<file path="src/rtl/fxp_add_pkg.sv">
package fxp_add_pkg;
  typedef enum logic [1:0] {
    MODE_SAT   = 2'd0,
    MODE_SCALE = 2'd1,
    MODE_BFP   = 2'd2,
    MODE_WRAP  = 2'd3
  } add_mode_e;
endpackage

</file>
<file path="src/rtl/fxp_presum.sv">
module fxp_presum #(
  parameter int WIDTH = 8
) (
  input  logic [WIDTH-1:0] a_i,
  input  logic [WIDTH-1:0] b_i,
  input  logic             sub_i,
  output logic [WIDTH:0]   sum_o,
  output logic             ovf_o
);
  logic [WIDTH:0] a_x, b_x, b_c;

  assign a_x = {a_i[WIDTH-1], a_i};
  assign b_x = {b_i[WIDTH-1], b_i};
  // negate in WIDTH+1 bits so that -(-1) is exact
  assign b_c = sub_i ? ~b_x : b_x;
  assign sum_o = a_x + b_c + {{WIDTH{1'b0}}, sub_i};
  assign ovf_o = sum_o[WIDTH] ^ sum_o[WIDTH-1];
endmodule

</file>
<file path="src/rtl/fxp_halve.sv">
module fxp_halve #(
  parameter int WIDTH = 8
) (
  input  logic [WIDTH:0]   sum_i,
  input  logic             round_i,
  output logic [WIDTH-1:0] q_o,
  output logic             sat_o
);
  localparam logic [WIDTH-1:0] MaxPos = {1'b0, {(WIDTH-1){1'b1}}};

  logic [WIDTH-1:0] kept;
  logic             bump;

  assign kept  = sum_i[WIDTH:1];
  // half-to-even: one dropped bit, bump only toward an even kept value
  assign bump  = round_i & sum_i[0] & kept[0];
  assign sat_o = bump & (kept == MaxPos);
  assign q_o   = sat_o ? MaxPos : kept + {{(WIDTH-1){1'b0}}, bump};
endmodule

</file>
<file path="src/rtl/fxp_policy.sv">
module fxp_policy
  import fxp_add_pkg::*;
#(
  parameter int WIDTH      = 8,
  parameter bit SCALE_WIDE = 1'b0,
  localparam int OutW      = WIDTH + int'(SCALE_WIDE)
) (
  input  logic [WIDTH:0]   sum_i,
  input  logic             ovf_i,
  input  logic [WIDTH-1:0] half_i,
  input  logic             half_sat_i,
  input  logic [1:0]       mode_i,
  output logic [OutW-1:0]  res_o,
  output logic             shift_o,
  output logic             flag_o
);
  localparam logic [WIDTH-1:0] MaxPos = {1'b0, {(WIDTH-1){1'b1}}};
  localparam logic [WIDTH-1:0] MaxNeg = {1'b1, {(WIDTH-1){1'b0}}};

  add_mode_e        mode;
  logic [WIDTH-1:0] nres;
  logic             nshift, nflag;

  assign mode = add_mode_e'(mode_i);

  always_comb begin
    nres   = sum_i[WIDTH-1:0];
    nshift = 1'b0;
    nflag  = 1'b0;
    unique case (mode)
      MODE_SAT: begin
        nflag = ovf_i;
        if (ovf_i) nres = sum_i[WIDTH] ? MaxNeg : MaxPos;
      end
      MODE_SCALE: begin
        nres   = half_i;
        nshift = 1'b1;
        nflag  = half_sat_i;
      end
      MODE_BFP: begin
        if (ovf_i) begin
          nres   = half_i;
          nshift = 1'b1;
          nflag  = half_sat_i;
        end
      end
      MODE_WRAP: nflag = ovf_i;
      default: ;
    endcase
  end

  generate
    if (SCALE_WIDE) begin : g_wide
      assign res_o   = (mode == MODE_SCALE) ? sum_i : {nres[WIDTH-1], nres};
      assign flag_o  = (mode == MODE_SCALE) ? 1'b0 : nflag;
      assign shift_o = nshift;
    end else begin : g_narrow
      assign res_o   = nres;
      assign flag_o  = nflag;
      assign shift_o = nshift;
    end
  endgenerate
endmodule

</file>
<file path="src/rtl/fxp_addsub_multi.sv">
module fxp_addsub_multi #(
  parameter int WIDTH      = 8,
  parameter bit SCALE_WIDE = 1'b0,
  localparam int OutW      = WIDTH + int'(SCALE_WIDE)
) (
  input  logic             clk_i,
  input  logic             rst_ni,
  input  logic             valid_i,
  input  logic [WIDTH-1:0] a_i,
  input  logic [WIDTH-1:0] b_i,
  input  logic             sub_i,
  input  logic [1:0]       mode_i,
  input  logic             round_i,
  output logic             valid_o,
  output logic [OutW-1:0]  res_o,
  output logic             shift_o,
  output logic             ovf_o
);
  logic [WIDTH:0]   sum;
  logic             sum_ovf;
  logic [WIDTH-1:0] half;
  logic             half_sat;
  logic [OutW-1:0]  res_d;
  logic             shift_d, flag_d;

  fxp_presum #(.WIDTH(WIDTH)) i_presum (
    .a_i   (a_i),
    .b_i   (b_i),
    .sub_i (sub_i),
    .sum_o (sum),
    .ovf_o (sum_ovf)
  );

  fxp_halve #(.WIDTH(WIDTH)) i_halve (
    .sum_i   (sum),
    .round_i (round_i),
    .q_o     (half),
    .sat_o   (half_sat)
  );

  fxp_policy #(.WIDTH(WIDTH), .SCALE_WIDE(SCALE_WIDE)) i_policy (
    .sum_i      (sum),
    .ovf_i      (sum_ovf),
    .half_i     (half),
    .half_sat_i (half_sat),
    .mode_i     (mode_i),
    .res_o      (res_d),
    .shift_o    (shift_d),
    .flag_o     (flag_d)
  );

  always_ff @(posedge clk_i or negedge rst_ni) begin
    if (!rst_ni) begin
      valid_o <= 1'b0;
      res_o   <= '0;
      shift_o <= 1'b0;
      ovf_o   <= 1'b0;
    end else begin
      valid_o <= valid_i;
      if (valid_i) begin
        res_o   <= res_d;
        shift_o <= shift_d;
        ovf_o   <= flag_d;
      end
    end
  end
endmodule

</file>
<file path="config.mk">
export PLATFORM = sky130hd
export DESIGN_NAME = fxp_addsub_multi
export DESIGN_NICKNAME = d
export VERILOG_FILES = /design/src/rtl/fxp_add_pkg.sv /design/src/rtl/fxp_presum.sv /design/src/rtl/fxp_halve.sv /design/src/rtl/fxp_policy.sv /design/src/rtl/fxp_addsub_multi.sv
export SDC_FILE = /design/constraint.sdc
export NUM_CORES = 1
export LEC_CHECK = 0
export ABC_CLOCK_PERIOD_IN_PS = 1650
export BUFFER_PORTS_ARGS = -buffer_cell sky130_fd_sc_hd__buf_4
export CAP_MARGIN = 5
export CORE_UTILIZATION = 40
export CTS_CLUSTER_SIZE = 12
export DETAILED_ROUTE_END_ITERATION = 16
export SYNTH_ARGS = -nofsm -noshare
export SYNTH_HDL_FRONTEND = slang
export SYNTH_SLANG_ARGS = --single-unit
</file>
<file path="constraint.sdc">
create_clock -name clk_i -period 1.65 [get_ports clk_i]
set_clock_uncertainty 0.05 [all_clocks]
set_input_delay 0.2475 -clock clk_i [delete_from_list [all_inputs] [get_ports clk_i]]
set_output_delay 0.2475 -clock clk_i [all_outputs]
set_load 0.01 [all_outputs]
</file>
# After elaboration in Yosys (flattened, before gate mapping)
# Index checks and enable logic that the tools add are counted.
dict set report totals {
  reg_bits 11
  out_inout_bits 11
  input_bits 23
}
dict set report classes {
  n_eq_ne 4
  n_addsub 3
  bitwise_logic 5
  mux 10
  n_reduce_logical 2
}
# operator count
set op_table {}
lappend op_table {{$mux 8} 4}
lappend op_table {{$pmux 8 s3} 1}
lappend op_table {{$add 9x1->9} 1}
lappend op_table {{$add 9x9->9} 1}
lappend op_table {{$mux 9} 1}
lappend op_table {{$not 9->9} 1}
lappend op_table {{$add 8x1->8} 1}
lappend op_table {{$eq 8x7->1 const B} 1}
lappend op_table {{$eq 2x2->1 const B} 2}
lappend op_table {{$and 1x1->1} 3}
lappend op_table {{$pmux 1 s3} 1}
lappend op_table {{$eq 2x1->1 const B} 1}
lappend op_table {{$logic_not 2->1} 1}
lappend op_table {{$mux 1} 2}
lappend op_table {{$pmux 1 s2} 1}
lappend op_table {{$reduce_or 2->1} 1}
lappend op_table {{$xor 1x1->1} 1}

# Logic depth before layout (Yosys ltp)
dict set report depth {
  ltp_word 10
  ltp_mapped 16
}

# Modules after synthesis
# A second synthesis with hierarchy kept.
dict set report unflattened {
  hier_cells 140
  hier_area_um2 1346.3
}
# mod instances area_per_inst_um2 cells_per_inst
set modules_own_cells {}
lappend modules_own_cells {fxp_presum 1 454.2 61}
lappend modules_own_cells {fxp_addsub_multi 1 436.7 22}
lappend modules_own_cells {fxp_policy 1 254.0 28}
lappend modules_own_cells {fxp_halve 1 201.4 29}

# Worst setup path before layout
# Ideal clock, no wire load.
dict set report synth_path {
  kind {input -> register}
  startpoint {input sub_i}
  endpoint {register res_o[2]}
  path_stages 14
  slack_ps -1547
  required_ps 1474
  arrival_ps 3021
  setup_ps 126
  path_cell_list {buf_6 mux2_4 fa_1 a21o_1 nand4_1 a21oi_1 or2_2 clkbuf_1 ha_1 clkinv_1 or2_2 a21o_1 o21ai_1 a21oi_1}
}
dict set report synth_via {
  elab_chain_cells 9
  word_cells_on_any_way 14
  classes_between {3 x add/sub; 1 x eq/ne; 6 x mux; 4 x bitwise}
}
# element line
set synth_lines {}
lappend synth_lines {{start: declaration} fxp_addsub_multi.sv:11} ;# input logic sub_i,
lappend synth_lines {{$mux 9} fxp_presum.sv:15} ;# assign b_c = sub_i ? ~b_x : b_x;
lappend synth_lines {{$add 9x9->9} fxp_presum.sv:16} ;# assign sum_o = a_x + b_c + {{WIDTH{1'b0}}, sub_i};
lappend synth_lines {{$add 9x1->9 (*)} fxp_presum.sv:16}
lappend synth_lines {{$and 1x1->1 (2 in a row)} fxp_halve.sv:16} ;# assign bump = round_i & sum_i[0] & kept[0];
lappend synth_lines {{$add 8x1->8 / $and 1x1->1 (equally long branches)} {fxp_halve.sv:18, fxp_halve.sv:17}}
lappend synth_lines {{$mux 8} fxp_halve.sv:18} ;# assign q_o = sat_o ? MaxPos : kept + {{(WIDTH-1){1'b0}}, bump};
lappend synth_lines {{$mux 8} fxp_policy.sv:41} ;# if (ovf_i) begin
lappend synth_lines {{$pmux 8 s3 (*)} fxp_policy.sv:30} ;# unique case (mode)
lappend synth_lines {{end signal: assignment} fxp_addsub_multi.sv:61} ;# res_o <= res_d;
lappend synth_lines {{end: declaration} fxp_addsub_multi.sv:15} ;# output logic [OutW-1:0] res_o,
# Mark *: on every way between the ends. The rest lies on a longest branch, timed or not.
# A chain may end at the register's enable or synchronous reset.

# Worst setup path after layout
dict set report layout_path {
  startpoint {input b_i[0]}
  endpoint {register res_o[6]}
}
dict set report layout_via {
  elab_chain_cells 10
  word_cells_on_any_way 15
  classes_between {3 x add/sub; 1 x eq/ne; 6 x mux; 5 x bitwise}
}
# element line
set layout_lines {}
lappend layout_lines {{start: declaration} fxp_addsub_multi.sv:10} ;# input logic [WIDTH-1:0] b_i,
lappend layout_lines {{$not 9->9} fxp_presum.sv:15}
lappend layout_lines {{$mux 9 (*)} fxp_presum.sv:15}
lappend layout_lines {{$add 9x9->9 (*)} fxp_presum.sv:16}
lappend layout_lines {{$add 9x1->9 (*)} fxp_presum.sv:16}
lappend layout_lines {{$and 1x1->1 (2 in a row)} fxp_halve.sv:16}
lappend layout_lines {{$add 8x1->8 / $and 1x1->1 (equally long branches)} {fxp_halve.sv:18, fxp_halve.sv:17}}
lappend layout_lines {{$mux 8} fxp_halve.sv:18}
lappend layout_lines {{$mux 8} fxp_policy.sv:41}
lappend layout_lines {{$pmux 8 s3 (*)} fxp_policy.sv:30}
# Marks and branches as above.

==> metrics.txt <==
WP data arrival 2.57 ns; ys async rst share 1.000; Max Cap Violations 0; drt first pass iters 4; die width 62.42 um; mapped cell area 1460 um2; drt wl/cell 13.81 um; fmax 0.4031 GHz; Final Hold Vio Count 0; area leader, netlist dfrtp_1; drc violations 0; Mapped Nets 219; final WL 4.296 mm; Seq cells post-synth 11; RSZ-0062 raised after global routing true; leakage 1.130 nW; HP Start valid_i; Crit path max-delay family compound AO/OA/AOI/OAI gates; Top FF cell, synth dfrtp_1; status finished, violations left; CTS max path bufs 2; failing checks negative setup slack; most frequent cells after synthesis a21oi_1, ha_1, xor2_1; number of synthesized flops with an enable pin 0; synthesis-to-layout area growth 58.44%; cts bufs inserted 3; Tmin final 2.481 ns; total area of sequential cells 275.3 um2; H-tree level count 1; count leader, synth a21oi_1; max-slew violations 0; initial core utilization 0.4275; Relative slew margins 0.7783; crit path launch b_i[0]; I/O pin total 34; CP Max Fanout 6; Mapped Avg Cell Area 8.112 um2; power density over cell area 972.7 nW/um2; aggregate global routing overflow 0; post-route ant nets 0; area of the multi-input gates 1165 um2; hold slack 0.2074 ns; largest net degree at the start of global routing 27; count of cell types in the netlist 45; Max VDD drop 0.0004087 V; GP Congestion 0.9094; die outline area 3896 um2; Post-Place Cells 300; Required @ worst endpoint 1.74 ns; sequential share of the synthesized area 0.1885; RR Startpoint res_o[6]; top cells by area, synth dfrtp_1, ha_1, xor2_1, a21oi_1, buf_6; Final HPWL DP 3.448 mm; core footprint 3416 um2; Cells after Synth 180; top-area cell type share of the netlist area 0.1885; crit-path cells buf_6, mux2_4, fa_2, a21o_1, nand4_1, a21oi_2, or2_4, ha_4, clkinv_4, a21o_4, nand2_2, a21oi_2, a22oi_2, o21ai_1; number of I/O port buffers 33; Die H 62.42 um; Clock transition at path regs 0.06 ns; Net count, final 305; Worst-Skew Late Latency 0.26 ns; final std cells w/o fill 311; Worst Setup End Kind flop; setup_tns -7.775 ns; Crit path top cell by count a21oi_2; share of layout cells above drive strength 1 0.4868; clk sinks 11; Fillers 286; DRT iter0 DRCs 88; # setup viols final 10; CTS tree yes; Synth warnings 0; via/cell ratio 5.315; slowest stage delay, CP 0.34 ns; buffer type at the clock tree root clkbuf_4; number of global-route vias before repair 1,723; CP max stage cell fa_2; ratio of final minimum period to clock period 1.504; Inserted Diodes 0; type of origin of the critical path input port; critical path type input port to flop; site row count 21; first-pass GRT wire length 7.334 mm; Slew @ Worst Pin 0.3296 ns; DR vias 1,653; worst path buffer plus inverter count 2; HP Class input port to flop; total track usage 0.2296; fin worst setup slack -0.8310 ns; initial antenna violation count 0
state kept, by name, summed over array words and instances (netlist names):
name	cells
res_o	8
shift_o	1
valid_o	1
ovf_o	1
path summary, 6_finish.rpt:
kind / endpoint / slack, ns / cells past startpoint
setup / recovery: res_o[6] / -0.83 / 14
hold / removal: valid_o / 0.21 / 1
setup reg to reg: res_o[6] / 0.47 / 5
hold reg to reg: res_o[3] / 0.47 / 2
max in group asynchronous: res_o[0] / 1.11 / 2
min in group asynchronous: ovf_o / 0.30 / 2
report_power, final:
group	switching, mW	leakage, nW	total, mW	internal, mW
Clock	0.0785	0.0150	0.172	0.0933
Combinational	0.772	0.985	1.70	0.924
Sequential	0.0413	0.130	0.382	0.341
Total	0.892	1.13	2.25	1.36
timing repair:
item | in CTS | in global routing
cloned | 1 | 0
endpoints found under the setup margin | 10 | 10
hold endpoints to repair | 11 | 0
pin swaps | 16 | 7
buffers inserted | 4 | 1
gates resized for setup | 16 | 6
hold buffers | 1 | 0
layout make-up:
cell class / count / share of cell area
Clock buffer: 4 / 0.01136
Timing Repair inverter: 1 / 0.002163
Sequential cell: 11 / 0.1190
Inverter: 8 / 0.01514
Multi-Input combinational cell: 148 / 0.5035
Timing Repair Buffer: 93 / 0.3240
Tap cell: 46 / 0.02488
cell families after synthesis:
logic type / after synthesis / synth area share
compound gates: 68 / 0.3033
simple gates: 46 / 0.1731
xor+xnor: 17 / 0.1020
mux: 1 / 0.01028
fa+ha+maj: 16 / 0.1422
flops: 11 / 0.1885
buf+inv: 21 / 0.08055
cell usage in the layout (no fill, tap or decap), drive strengths merged, types with 5 or more instances in the layout:
cell,n
nor2,7
ha,15
a21o,5
nand2,11
inv,7
xor2,14
or2,5
a21oi,20
o22ai,7
dfrtp,11
o21ai,14
buf,92
per-stage QoR:
step           utilization  cell area [um2]  power (mW)  setup slack [ns]
6_report            0.6773             2313       2.250           -0.8310
3_5_place_dp        0.6275             2143       1.862            -1.226
2_1_floorplan            -             1526       1.192            -1.136
3_3_place_gp        0.6275             2143       1.837            -1.107
4_1_cts             0.6714             2293       2.211           -0.7912
5_1_grt             0.6773             2313       2.417           -0.9256
routing by layer:
metal | routed length, um | share of wire | vias up | GRT usage
met1 | 1768 | 0.41 | 759 | 0.2548
met2 | 2293 | 0.53 | 54 | 0.4375
met3 | 144 | 0.034 | 12 | 0.01460
li1 | - | - | 828 | -
met4 | 90 | 0.021 | 0 | 0.1105
met5 | 0 | 0 | - | 0
Power figures use the tool's default switching activity.
